<file path="src/rtl/cdm_pkg.sv">
package cdm_pkg;
   typedef enum logic {
      CMB_ANY = 1'b0,
      CMB_ALL = 1'b1
   } cdm_combine_e;

   typedef enum logic {
      WST_IDLE = 1'b0,
      WST_RUN  = 1'b1
   } cdm_wstate_e;
endpackage

</file>
<file path="src/rtl/cdm_mag_cmp.sv">
module cdm_mag_cmp #(
   parameter int SMP_W = 24
) (
   input  logic [SMP_W-1:0] smp,
   input  logic [SMP_W-1:0] thr,
   output logic             over
);
   logic [SMP_W-1:0] mag;

   // two's complement negate; the most negative code maps to 2^(SMP_W-1) unsigned
   always_comb begin
      if (smp[SMP_W-1]) mag = ~smp + 1'b1;
      else              mag = smp;
      over = (mag > thr);
   end
endmodule

</file>
<file path="src/rtl/cdm_hit_ctr.sv">
module cdm_hit_ctr #(
   parameter int HIT_W = 8
) (
   input  logic             clk,
   input  logic             rst_n,
   input  logic             clr,
   input  logic             inc,
   input  logic [HIT_W-1:0] need,
   output logic             reached
);
   localparam logic [HIT_W-1:0] CNT_MAX = {HIT_W{1'b1}};

   logic [HIT_W-1:0] cnt_q;
   logic [HIT_W-1:0] cnt_nx;

   always_comb begin
      cnt_nx = cnt_q;
      if (inc && (cnt_q != CNT_MAX)) cnt_nx = cnt_q + 1'b1;
      reached = (cnt_nx >= need);
   end

   always_ff @(posedge clk or negedge rst_n) begin
      if (!rst_n)   cnt_q <= '0;
      else if (clr) cnt_q <= '0;
      else          cnt_q <= cnt_nx;
   end
endmodule

</file>
<file path="src/rtl/cdm_window_ctl.sv">
module cdm_window_ctl
   import cdm_pkg::*;
#(
   parameter int WIN_W = 16
) (
   input  logic             clk,
   input  logic             rst_n,
   input  logic             go,
   input  logic             tick,
   input  logic             fire,
   input  logic [WIN_W-1:0] len,
   output logic             busy,
   output logic             done
);
   cdm_wstate_e      st_q;
   logic [WIN_W-1:0] win_q;
   logic [WIN_W:0]   win_inc;
   logic             last;

   always_comb begin
      win_inc = {1'b0, win_q} + 1'b1;
      last    = (win_inc >= {1'b0, len});
   end

   always_ff @(posedge clk or negedge rst_n) begin
      if (!rst_n) begin
         st_q  <= WST_IDLE;
         win_q <= '0;
         done  <= 1'b0;
      end else begin
         done <= 1'b0;
         case (st_q)
            WST_IDLE: begin
               if (go) begin
                  st_q  <= WST_RUN;
                  win_q <= '0;
               end
            end
            WST_RUN: begin
               if (tick) begin
                  win_q <= win_inc[WIN_W-1:0];
                  if (last || fire) begin
                     st_q <= WST_IDLE;
                     done <= 1'b1;
                  end
               end
            end
            default: st_q <= WST_IDLE;
         endcase
      end
   end

   assign busy = (st_q == WST_RUN);
endmodule

</file>
<file path="src/rtl/cur_detect_mon.sv">
module cur_detect_mon
   import cdm_pkg::*;
#(
   parameter int NUM_CH = 3,
   parameter int SMP_W  = 24,
   parameter int HIT_W  = 8,
   parameter int WIN_W  = 16
) (
   input  logic                    clk,
   input  logic                    rst_n,
   input  logic                    det_en,
   input  logic                    start,
   input  logic                    cfg_all,
   input  logic [NUM_CH-1:0]       cfg_mask,
   input  logic [SMP_W-1:0]        cfg_thr,
   input  logic [HIT_W-1:0]        cfg_need,
   input  logic [WIN_W-1:0]        cfg_len,
   input  logic                    smp_valid,
   input  logic [NUM_CH*SMP_W-1:0] smp_data,
   output logic                    detect,
   output logic                    done,
   output logic                    busy
);
   localparam int DATA_W = NUM_CH * SMP_W;

   if (NUM_CH < 1) begin : g_bad_ch
      $error("cur_detect_mon: NUM_CH must be at least 1");
   end
   if (SMP_W < 2) begin : g_bad_smp
      $error("cur_detect_mon: SMP_W must be at least 2");
   end
   if (HIT_W < 1 || WIN_W < 1) begin : g_bad_cnt
      $error("cur_detect_mon: counter widths must be positive");
   end
   if (DATA_W < 2) begin : g_bad_data
      $error("cur_detect_mon: data bus too narrow");
   end

   // configuration captured at the accepted start
   cdm_combine_e        cmb_q;
   logic [NUM_CH-1:0]   mask_q;
   logic [SMP_W-1:0]    thr_q;
   logic [HIT_W-1:0]    need_q;
   logic [WIN_W-1:0]    len_q;

   logic                go;
   logic                tick;
   logic                fire;
   logic [NUM_CH-1:0]   over;
   logic [NUM_CH-1:0]   reached;
   logic                any_hit;
   logic                all_hit;

   assign go   = start && det_en && !busy;
   assign tick = busy && smp_valid;

   always_ff @(posedge clk or negedge rst_n) begin
      if (!rst_n) begin
         cmb_q  <= CMB_ANY;
         mask_q <= '0;
         thr_q  <= '0;
         need_q <= '0;
         len_q  <= '0;
      end else if (go) begin
         cmb_q  <= cdm_combine_e'(cfg_all);
         mask_q <= cfg_mask;
         thr_q  <= cfg_thr;
         need_q <= cfg_need;
         len_q  <= cfg_len;
      end
   end

   for (genvar gi = 0; gi < NUM_CH; gi++) begin : g_ch
      cdm_mag_cmp #(.SMP_W(SMP_W)) i_cmp (
         .smp  (smp_data[gi*SMP_W +: SMP_W]),
         .thr  (thr_q),
         .over (over[gi])
      );

      cdm_hit_ctr #(.HIT_W(HIT_W)) i_ctr (
         .clk     (clk),
         .rst_n   (rst_n),
         .clr     (go),
         .inc     (tick && mask_q[gi] && over[gi]),
         .need    (need_q),
         .reached (reached[gi])
      );
   end

   if (NUM_CH == 1) begin : g_single
      assign any_hit = mask_q[0] && reached[0];
      assign all_hit = any_hit;
   end else begin : g_multi
      assign any_hit = |(reached & mask_q);
      assign all_hit = (|mask_q) && (&(reached | ~mask_q));
   end

   assign fire = (cmb_q == CMB_ALL) ? all_hit : any_hit;

   always_ff @(posedge clk or negedge rst_n) begin
      if (!rst_n)            detect <= 1'b0;
      else if (go)           detect <= 1'b0;
      else if (tick && fire) detect <= 1'b1;
   end

   cdm_window_ctl #(.WIN_W(WIN_W)) i_win (
      .clk   (clk),
      .rst_n (rst_n),
      .go    (go),
      .tick  (tick),
      .fire  (fire),
      .len   (len_q),
      .busy  (busy),
      .done  (done)
   );
endmodule

</file>
<file path="config.mk">
export PLATFORM = sky130hd
export DESIGN_NAME = cur_detect_mon
export DESIGN_NICKNAME = d
export VERILOG_FILES = /design/src/rtl/cdm_pkg.sv /design/src/rtl/cdm_mag_cmp.sv /design/src/rtl/cdm_hit_ctr.sv /design/src/rtl/cdm_window_ctl.sv /design/src/rtl/cur_detect_mon.sv
export SDC_FILE = /design/constraint.sdc
export NUM_CORES = 1
export LEC_CHECK = 0
export BUFFER_PORTS_ARGS = -buffer_cell sky130_fd_sc_hd__buf_2
export CORE_ASPECT_RATIO = 2
export CORE_MARGIN = 2
export CORE_UTILIZATION = 57
export CTS_CLUSTER_SIZE = 25
export DETAILED_ROUTE_END_ITERATION = 10
export GPL_TIMING_DRIVEN = 1
export PLACE_DENSITY = 0.82
export SYNTH_ARGS = -nofsm -noshare
export SYNTH_HDL_FRONTEND = slang
export SYNTH_SLANG_ARGS = --single-unit
</file>
<file path="constraint.sdc">
create_clock -name clk -period 4.5 [get_ports clk]
set_input_delay 0.9 -clock clk [delete_from_list [all_inputs] [get_ports clk]]
set_output_delay 0.9 -clock clk [all_outputs]
set_load 0.1 [all_outputs]
</file>
# Word-level counts from Yosys, hierarchy flattened
# Cells that the tools add are included.
dict set report word_totals {
  output_inout_bits 3
  wordCells 81
  register_bits 95
  input_bits 129
}
dict set report op_classes {
  bitwise_logic 7
  mux 22
  reduce_logical 21
  addsub 7
  n_eq_ne 5
  order_cmp 7
}
# cell n
set op_table {}
lappend op_table {{adder 24 x 1 -> 24 bit, second input constant} 3}
lappend op_table {{greater-than comparator 24 bit} 3}
lappend op_table {{two-way mux 24 bit} 3}
lappend op_table {{inverter 24 bit} 3}
lappend op_table {{two-way mux 8 bit} 6}
lappend op_table {{two-way mux 16 bit} 2}
lappend op_table {{case mux 16 bit (2 select lines)} 1}
lappend op_table {{adder 8 x 1 -> 8 bit, second input constant} 3}
lappend op_table {{greater-or-equal comparator 8 bit} 3}
lappend op_table {{inequality test 8 bit, second input constant} 3}
lappend op_table {{adder 16 x 1 -> 17 bit, second input constant} 1}
lappend op_table {{greater-or-equal comparator 17 x 16 -> 1 bit} 1}
lappend op_table {{logical AND 1 bit} 14}
lappend op_table {{two-way mux 1 bit} 9}
lappend op_table {{OR reduction 3 bit} 2}
lappend op_table {{inequality test 2 bit, second input constant} 2}
lappend op_table {{AND 3 bit} 1}
lappend op_table {{inverter 3 bit} 1}
lappend op_table {{OR 3 bit} 1}
lappend op_table {{AND reduction 3 bit} 1}
lappend op_table {{case mux 1 bit (2 select lines)} 1}
lappend op_table {{AND reduction 2 bit} 1}
lappend op_table {{nonzero test 2 bit} 1}
lappend op_table {{zero test 1 bit} 1}
lappend op_table {{2 further kinds} 2}

# Logic depth before layout (Yosys ltp)
# Gate-level depths: netlist of the first run.
dict set report depth {
  word_depth 16
  depth_mapped 25
  mapped_depth_nobuf 24
}

# Cells and area by module
# Synthesis of the first run repeated with hierarchy kept, for this count alone.
dict set report hier_totals {
  hier_cells 988
  hier_area_um2 9407.8
}
# module instances cells_each seq_area_each_um2 area_each_um2
set modules_own_cells {}
lappend modules_own_cells {cur_detect_mon 1 126 1326.3 2309.7}
lappend modules_own_cells {cdm_hit_ctr 3 80 200.2 748.2}
lappend modules_own_cells {{cdm_mag_cmp at g_ch[1].i_cmp ...} 2 151 0.0 1116.1}
lappend modules_own_cells {cdm_window_ctl 1 175 450.4 1550.2}
lappend modules_own_cells {{cdm_mag_cmp at g_ch[0].i_cmp} 1 145 0.0 1071.0}

# Worst setup path after synthesis of the first run
# No wires, ideal clock.
dict set report synth_path {
  path_kind {input to register}
  start {input smp_data[3]}
  end {register i_win.st_q (netlist: i_win.busy)}
  path_buffers 1
  required_ns 4.433
  setup_slack_ns -1.536
  cell_stages 23
  setup_time_ns 0.067
  arrival_ns 5.970
  cell_sequence {or3_4 or4_4 nand2b_4 or4_4 nand2b_4 o21ai_0 xnor2_1 ha_1 nand2_1 nor4_1 nand2_1 o21a_1 o21ai_0 clkbuf_1 mux2_2 ha_1 or4_1 a21oi_1 o311ai_0 a32oi_1 o22ai_1 o21ai_0 a21o_1}
}
dict set report synth_via {
  elab_chain_len 16
  word_cells_on_any_way 18
  classes_between {1 x add/sub; 2 x order compare; 6 x mux; 3 x bitwise; 6 x reduce/logical}
}
# item line_no
set synth_lines {}
lappend synth_lines {{from (decl)} cur_detect_mon.sv:19} ;# input logic [NUM_CH*SMP_W-1:0] smp_data,
lappend synth_lines {{inverter 24 bit} cdm_mag_cmp.sv:12} ;# if (smp[SMP_W-1]) mag = ~smp + 1'b1;
lappend synth_lines {{adder 24 x 1 -> 24 bit} cdm_mag_cmp.sv:12}
lappend synth_lines {{two-way mux 24 bit (*)} cdm_mag_cmp.sv:12}
lappend synth_lines {{greater-than comparator 24 bit (*)} cdm_mag_cmp.sv:14} ;# over = (mag > thr);
lappend synth_lines {{logical AND 1 bit (*)} cur_detect_mon.sv:84} ;# .inc (tick && mask_q[gi] && over[gi]),
lappend synth_lines {{logical AND 1 bit (*)} cdm_hit_ctr.sv:18} ;# if (inc && (cnt_q != CNT_MAX)) cnt_nx = cnt_q + 1'b1;
lappend synth_lines {{two-way mux 8 bit (*)} cdm_hit_ctr.sv:18}
lappend synth_lines {{greater-or-equal comparator 8 bit (*)} cdm_hit_ctr.sv:19} ;# reached = (cnt_nx >= need);
lappend synth_lines {{OR 3 bit} cur_detect_mon.sv:95} ;# assign all_hit = (|mask_q) && (&(reached | ~mask_q));
lappend synth_lines {{AND reduction 3 bit} cur_detect_mon.sv:95}
lappend synth_lines {{logical AND 1 bit} cur_detect_mon.sv:95}
lappend synth_lines {{two-way mux 1 bit (*)} cur_detect_mon.sv:98} ;# assign fire = (cmb_q == CMB_ALL) ? all_hit : any_hit;
lappend synth_lines {{logical OR 1 bit (*)} cdm_window_ctl.sv:42} ;# if (last || fire) begin
lappend synth_lines {{two-way mux 1 bit (*)} cdm_window_ctl.sv:42}
lappend synth_lines {{two-way mux 1 bit (*)} cdm_window_ctl.sv:40} ;# if (tick) begin
lappend synth_lines {{case mux 1 bit (2 select lines) (*)} cdm_window_ctl.sv:32} ;# case (st_q)
lappend synth_lines {{to (signal assigned)} cdm_window_ctl.sv:35} ;# st_q <= WST_RUN;
lappend synth_lines {{to (signal assigned)} cdm_window_ctl.sv:43} ;# st_q <= WST_IDLE;
lappend synth_lines {{to (signal assigned)} cdm_window_ctl.sv:48} ;# default: st_q <= WST_IDLE;
lappend synth_lines {{to (decl)} cdm_window_ctl.sv:15} ;# cdm_wstate_e st_q;
# Every way passes the cells marked *; elsewhere a longest branch is shown, timed or not.
# A chain may end at the register's enable or synchronous reset.

# Final worst setup path of the first run
# Ends and elaborated chain as after synthesis.

==> results_dict.tcl, run 1 <==
set metrics [dict create \
    drt_pass1_iterations 6 \
    ys.flop_type "dfrtp_1" \
    die_h_um 174 \
    ys_types 56 \
    pre_cts_ws_ns -2.12 \
    grt_pass1_vias 8634 \
    clk_pin_slew_ns 0.07 \
    synth_edf_count 0 \
    top_layer "met4" \
    syn2layout_area_growth_pct 33.6 \
    layout-drive-gt1-share_pct 29.9 \
    min_path_type "flip-flop to flip-flop" \
    fin_nets 1503 \
    gp_congestion 0.917 \
    clkLatencyLatePin_ns 0.35 \
    fmax_mhz 163 \
    arrival_ns 6.39 \
    core_area_um2 14300 \
    dpl_cell_area_um2 10100 \
    synth_area_um2 8250 \
    htree_levels 3 \
    drt_iter0_markers 474 \
    setup_viol 19 \
    layout_common_cells "nand2_1 (160), buf_4 (133), buf_2 (126)" \
    dr_wl_met3_um 991 \
    antenna_found_initial 0 \
    yosysSeqAreaShare_pct 28.8 \
    clockBufferDepth 2 \
    rsz0062_at_grt "yes" \
    wirelength_mm 25.0 \
    dieArea_um2 15500 \
    endpoint "i_win.busy" \
    fin_crit_ns 6.14 \
    reg2reg_from "thr_q[13]" \
    ff2ff_setup_slack_ns 0.45 \
    fin_area_um2 11000 \
    cts.sinks 95 \
    ys_warn_count 0 \
    vias_per_cell 5.90 \
    rows 62 \
    synth_seq_cells 95 \
    final_util_pct 77.3 \
    cts_buffers 9 \
    crit_required_ns 4.75 \
    async_reset_ff_share_pct 100 \
    cp_max_fo 4 \
    drv_slew 0 \
    met1_length_mm 8.49 \
    r2r_cells 18 \
    fillers 1017 \
    wl_per_cell_um 17.2 \
    timing.rr.end "i_win.busy" \
    final-hold-violation-count 0 \
    mostFrequentLayoutCell "nand2_1" \
    failed_checks "setup timing" \
    grt_pass1_wl_mm 38.8 \
    setup_ws_ns -1.64 \
    start_util_pct 57.8 \
    ant_nets 0 \
    cts_root_buf "clkbuf_16" \
    io_buffers 131 \
    syn_avg_cell_area_um2 8.32 \
    path_class "input port to flip-flop" \
    power_density_nw_per_um2 423 \
    grt.total_usage_pct 31.6 \
    cts_tree "done" \
    postCtsHoldBufs 0 \
    run_status "finished with violations" \
    hpwl_mm 18.7 \
    cp-start-kind "input port" \
    drv_cap 0 \
    total_leakage_power_nw 5.31 \
    slew-limit-headroom_pct 38.1 \
    die_x_um 89.1 \
    grt_max_degree 65 \
    max-vdd-ir-drop_mv 0.218 \
    skew_ns 0.0116 \
    period_share_pct 136 \
    syn_nets 1240 \
    route.met2.wl_mm 13.9 \
    tightest_slew_ns 0.927 \
    finalPower_mw 4.66 \
    io_pins 132 \
    worstSetupStartpoint "smp_data[3]" \
    grt_overflow 0 \
    cp-end-kind "flip-flop" \
    synthCells 992 \
    vias 8563 \
    antenna_cells 0 \
    remaining_drc_errors 0 \
]
worst max-delay path, stage by stage:
cell and delay (ns):
buf_6 0.09, or3_4 0.39, or4_4 0.46, nand2b_4 0.18, or4_4 0.49, nand2b_4 0.17, o41ai_4 0.21, xnor2_1 0.11
ha_1 0.31, nand4_1 0.18, nor4_4 0.25, a21oi_1 0.11, o21ai_1 0.21, o21ai_4 0.13, buf_6 0.15, buf_6 0.12
o21ai_0 0.28, nand2_1 0.14, ha_1 0.38, nand3_1 0.18, o311ai_4 0.27, a32oi_2 0.15, o22ai_2 0.25, o21ai_1 0.11
a21o_1 0.16
final cells by class:
cell class / instances / area, µm² / share of cell area (%)
Inverter: 64 / 240 / 2.18
Clock buffer: 11 / 243 / 2.20
Sequential cell: 95 / 2380 / 21.6
Tap cell: 192 / 240 / 2.18
Timing Repair Buffer: 283 / 1900 / 17.2
Clock inverter: 5 / 65.1 / 0.590
Multi-Input combinational cell: 802 / 5960 / 54.1
power by group:
group | internal [mW] | switching [mW] | total, mW
Clock | 0.453 | 0.348 | 0.801
Combinational | 1.08 | 1.50 | 2.58
Sequential | 1.12 | 0.165 | 1.28
worst min path at each step:
stage	start	end	cells after the start
after floorplan	len_q[0]	len_q[0]	2
after global placement	len_q[0]	len_q[0]	2
after detailed placement	len_q[0]	len_q[0]	2
after CTS	len_q[0]	len_q[0]	2
after global routing	len_q[0]	len_q[0]	2
final	len_q[0]	len_q[0]	2
state kept, by name (all words and copies together) (netlist names):
signal,count
len_q,16
need_q,8
i_win.done,1
cmb_q,1
i_win.busy,1
i_win.win_q,16
detect,1
g_ch.i_ctr.cnt_q,24
thr_q,24
mask_q,3
cell families after synthesis:
group | count (synthesis) | synth area share (%)
flops | 95 | 28.8
xor+xnor | 94 | 9.98
simple gates | 340 | 19.8
buf+inv | 95 | 4.32
fa+ha+maj | 119 | 18.0
compound gates | 236 | 17.4
mux | 13 | 1.62
timing repair:
| item | in CTS | in global routing |
|---|---|---|
| setup endpoints to repair | 24 | 26 |
| gates resized for setup | 41 | 63 |
| pin swaps | 20 | 31 |
| setup buffers | 8 | 14 |
| cloned | 0 | 0 |
synth_stat cells, drive strengths merged (9+ instances only):
library cell | number | area [µm²]
or3 | 16 | 105
dfrtp | 95 | 2380
or4 | 9 | 78.8
ha | 119 | 1490
clkbuf | 29 | 109
nand2 | 162 | 608
a21oi | 52 | 260
a21o | 9 | 67.6
o31ai | 23 | 173
o21ai | 104 | 520
xor2 | 23 | 201
nand4 | 22 | 138
nor4 | 12 | 81.3
nand2b | 12 | 90.1
nor3 | 11 | 55.1
mux2i | 10 | 100
nor2 | 37 | 139
inv | 64 | 240
xnor2 | 71 | 622
nand3 | 33 | 165
metal layers:
metal	up-vias	global-route usage [%]
met3	135	3.61
met2	336	59.8
li1	4049	-
met5	-	0
met1	4043	31.1
met4	0	18.2
metrics by stage:
| stage | TNS [ns] | std cells | hold slack, ns |
|---|---|---|---|
| global route | -10.30 | 1452 | 0.513 |
| floorplan | -3.74 | 992 | 0.450 |
| global placement | -16.65 | 1420 | 0.470 |
| CTS | -5.71 | 1443 | 0.486 |
| detailed placement | -19.25 | 1420 | 0.469 |
| finish | -6.33 | 1452 | 0.483 |
No activity file was read; power rests on OpenSTA's default activity.
==> run 2: changes to the inputs <==
ABC_AREA = 1   (was not set)
==> results_dict.tcl, run 2 <==
set metrics [dict create \
    run_status "finished with violations" \
    failed_checks "setup timing" \
    cts_root_buf "clkbuf_16" \
    setup_viol 3 \
    syn_nets 1494 \
    synth_mux_area_share_pct 0 \
    cp_max_fo 8 \
    synth_area_um2 8880 \
    start_util_pct 58.1 \
    wl_per_cell_um 15.4 \
    cp-end-kind "flip-flop" \
    htree_levels 3 \
    ys_types 43 \
    synth_top_family_by_area "simple AND/OR/NAND/NOR gates" \
    power_density_nw_per_um2 538 \
    setup_ws_ns -0.379 \
    ys.flop_type "dfrtp_1" \
    layout-drive-gt1-share_pct 26.1 \
    cts.sinks 95 \
    antenna_found_initial 0 \
    synthTopCellsByCount "nand2_1 (291), inv_1 (203), ha_1 (119), nor2_1 (114), dfrtp_1 (95)" \
    skew_ns 0.00781 \
    core_area_um2 15300 \
    grt_pass1_wl_mm 42.0 \
    holdPathStages 2 \
    synth_fa_ha_area_share_pct 16.8 \
    fin_nets 1777 \
    mostFrequentLayoutCell "nand2_1" \
    io_pins 132 \
    drt_iter0_markers 465 \
    numPlacedInstances 1699 \
    rows 64 \
    remaining_drc_errors 0 \
    crit_top_cell "nand2_1" \
    wirelength_mm 26.7 \
    synth_area_leaders "dfrtp_1 (27%), ha_1 (17%), nand2_1 (12%), inv_1 (8.6%), xor2_1 (6.9%)" \
    final-hold-violation-count 0 \
    drt_pass1_iterations 8 \
    async_reset_ff_share_pct 100 \
    netlist.area_leader.share_pct 26.8 \
    synthXorXnorAreaFrac_pct 8.78 \
    r2r_cells 28 \
    period_share_pct 108 \
    grt_pass1_vias 9530 \
    fin_crit_ns 4.88 \
    dpl_cell_area_um2 10800 \
    synth_seq_cells 95 \
    synthCells 1246 \
    timing.hold.ws_ns 0.519 \
    cp-start-kind "input port" \
    clkLatencyLatePin_ns 0.37 \
    slowest_delay_ns 0.30 \
    layout_common_cells "nand2_1 (276), inv_1 (195), buf_4 (160)" \
    grt.total_usage_pct 31.7 \
    syn_avg_cell_area_um2 7.13 \
    clockBufferDepth 2 \
    critPathSlowestCell "ha_1" \
    synth-simple-area-share_pct 27.3 \
    postCtsHoldBufs 0 \
    pre_cts_ws_ns -0.723 \
    grt_overflow 0 \
    vias_per_cell 5.48 \
    yosys.area.top_type "dfrtp_1" \
    crit_required_ns 4.80 \
    drv_cap 0 \
    min_path_type "flip-flop to flip-flop" \
    die_h_um 181 \
    die_x_um 92.3 \
    antenna_cells 0 \
    path_class "input port to flip-flop" \
    fmax_mhz 205 \
    ys_warn_count 0 \
    tightest_slew_ns 0.959 \
    setup-tns-final_ns -1.01 \
    cts_tree "done" \
    slew-limit-headroom_pct 36.1 \
    synth-compound-area-share_pct 10.8 \
    dieArea_um2 16700 \
    hpwl_mm 20.6 \
    final_cell_count_no_fill 1732 \
    max-vdd-ir-drop_mv 0.255 \
    synth_edf_count 0 \
    drv_slew 0 \
    ant_nets 0 \
    final_util_pct 75.5 \
    syn2layout_area_growth_pct 30.1 \
    clk_pin_slew_ns 0.08 \
    top_regs "g_ch.i_ctr.cnt_q x24, thr_q x24" \
    cts_buffers 9 \
    vias 9491 \
    total_leakage_power_nw 6.25 \
    arrival_ns 5.18 \
    finalPower_mw 6.21 \
    rsz0062_at_grt "yes" \
    gp_congestion 0.937 \
    fin_area_um2 11500 \
    yosysSeqAreaShare_pct 26.8 \
    io_buffers 131 \
    synth_most_common_cell "nand2_1" \
    grt_max_degree 80 \
]
## run 2: cell types whose count changed after synthesis, sizes merged, moves of 13 or more
| cell | change |
|---|---|
| clkbuf | -13 |
| inv | +140 |
| nand2 | +136 |
| nand3 | +28 |
| nor2 | +89 |
| o21ai | -16 |
| o31ai | -22 |
| or3 | -16 |
| xnor2 | -52 |
| xor2 | +47 |
## run 2: cell families (layout without fill, tap and decap cells)
| kind of cell | count (synthesis) | in the layout |
|---|---|---|
| compound gates | 175 | 176 |
| flops | 95 | 95 |
| buf+inv | 226 | 513 |
| fa+ha+maj | 119 | 119 |
| xor+xnor | 89 | 89 |
| simple gates | 542 | 542 |
## run 2: cell type report
type	count	area [µm²]
clock buffers	9	225
inverters	205	779
multi-input cells	926	5960
fillers	1134	3750
clock inverters	7	63.8
flip-flops and latches	95	2380
repair buffers	292	1900
well taps	198	248
## run 2: power breakdown
part / leakage, nW / total (mW) / internal [mW] / switching (mW)
registers: 1.22 / 1.50 / 1.24 / 0.264
logic: 4.89 / 3.94 / 1.59 / 2.34
clock network: 0.136 / 0.767 / 0.387 / 0.380
total: 6.25 / 6.21 / 3.22 / 2.99
## run 2: path summary, 6_finish.rpt
| path | start | slack, ns | end |
|---|---|---|---|
| setup reg to reg | thr_q[11] | 1.11 | i_win.busy |
| min in group asynchronous | rst_n | 0.65 | thr_q[17] |
| hold reg to reg | i_win.win_q[1] | 0.52 | i_win.win_q[1] |
| setup / recovery | smp_data[49] | -0.38 | i_win.busy |
| hold / removal | i_win.win_q[1] | 0.52 | i_win.win_q[1] |
| max in group asynchronous | rst_n | 2.89 | thr_q[0] |
## run 2: what timing repair did
| item | CTS | global route |
|---|---|---|
| setup buffers | 9 | 7 |
| hold endpoints to repair | 0 | 0 |
| gates resized for setup | 28 | 53 |
| gates cloned | 1 | 0 |
| pin swaps | 23 | 42 |
| setup endpoints to repair | 3 | 3 |
## run 2: critical path: cells and delay by family
| kind | cells | cell delay [ns] |
|---|---|---|
| buffers and inverters | 6 | 0.71 |
| AND/OR/NAND/NOR | 30 | 2.76 |
| adder cells (fa/ha/maj) | 2 | 0.53 |
| XOR/XNOR | 1 | 0.15 |
| AO/OA/AOI/OAI | 1 | 0.12 |
## run 2: layer usage
metal	track usage [%]	vias up	share of wire [%]
li1	-	4572	-
met2	59.2	365	54
met4	25.6	0	8.7
met1	29.6	4402	33
met5	0	-	0
met3	4.43	152	4.5
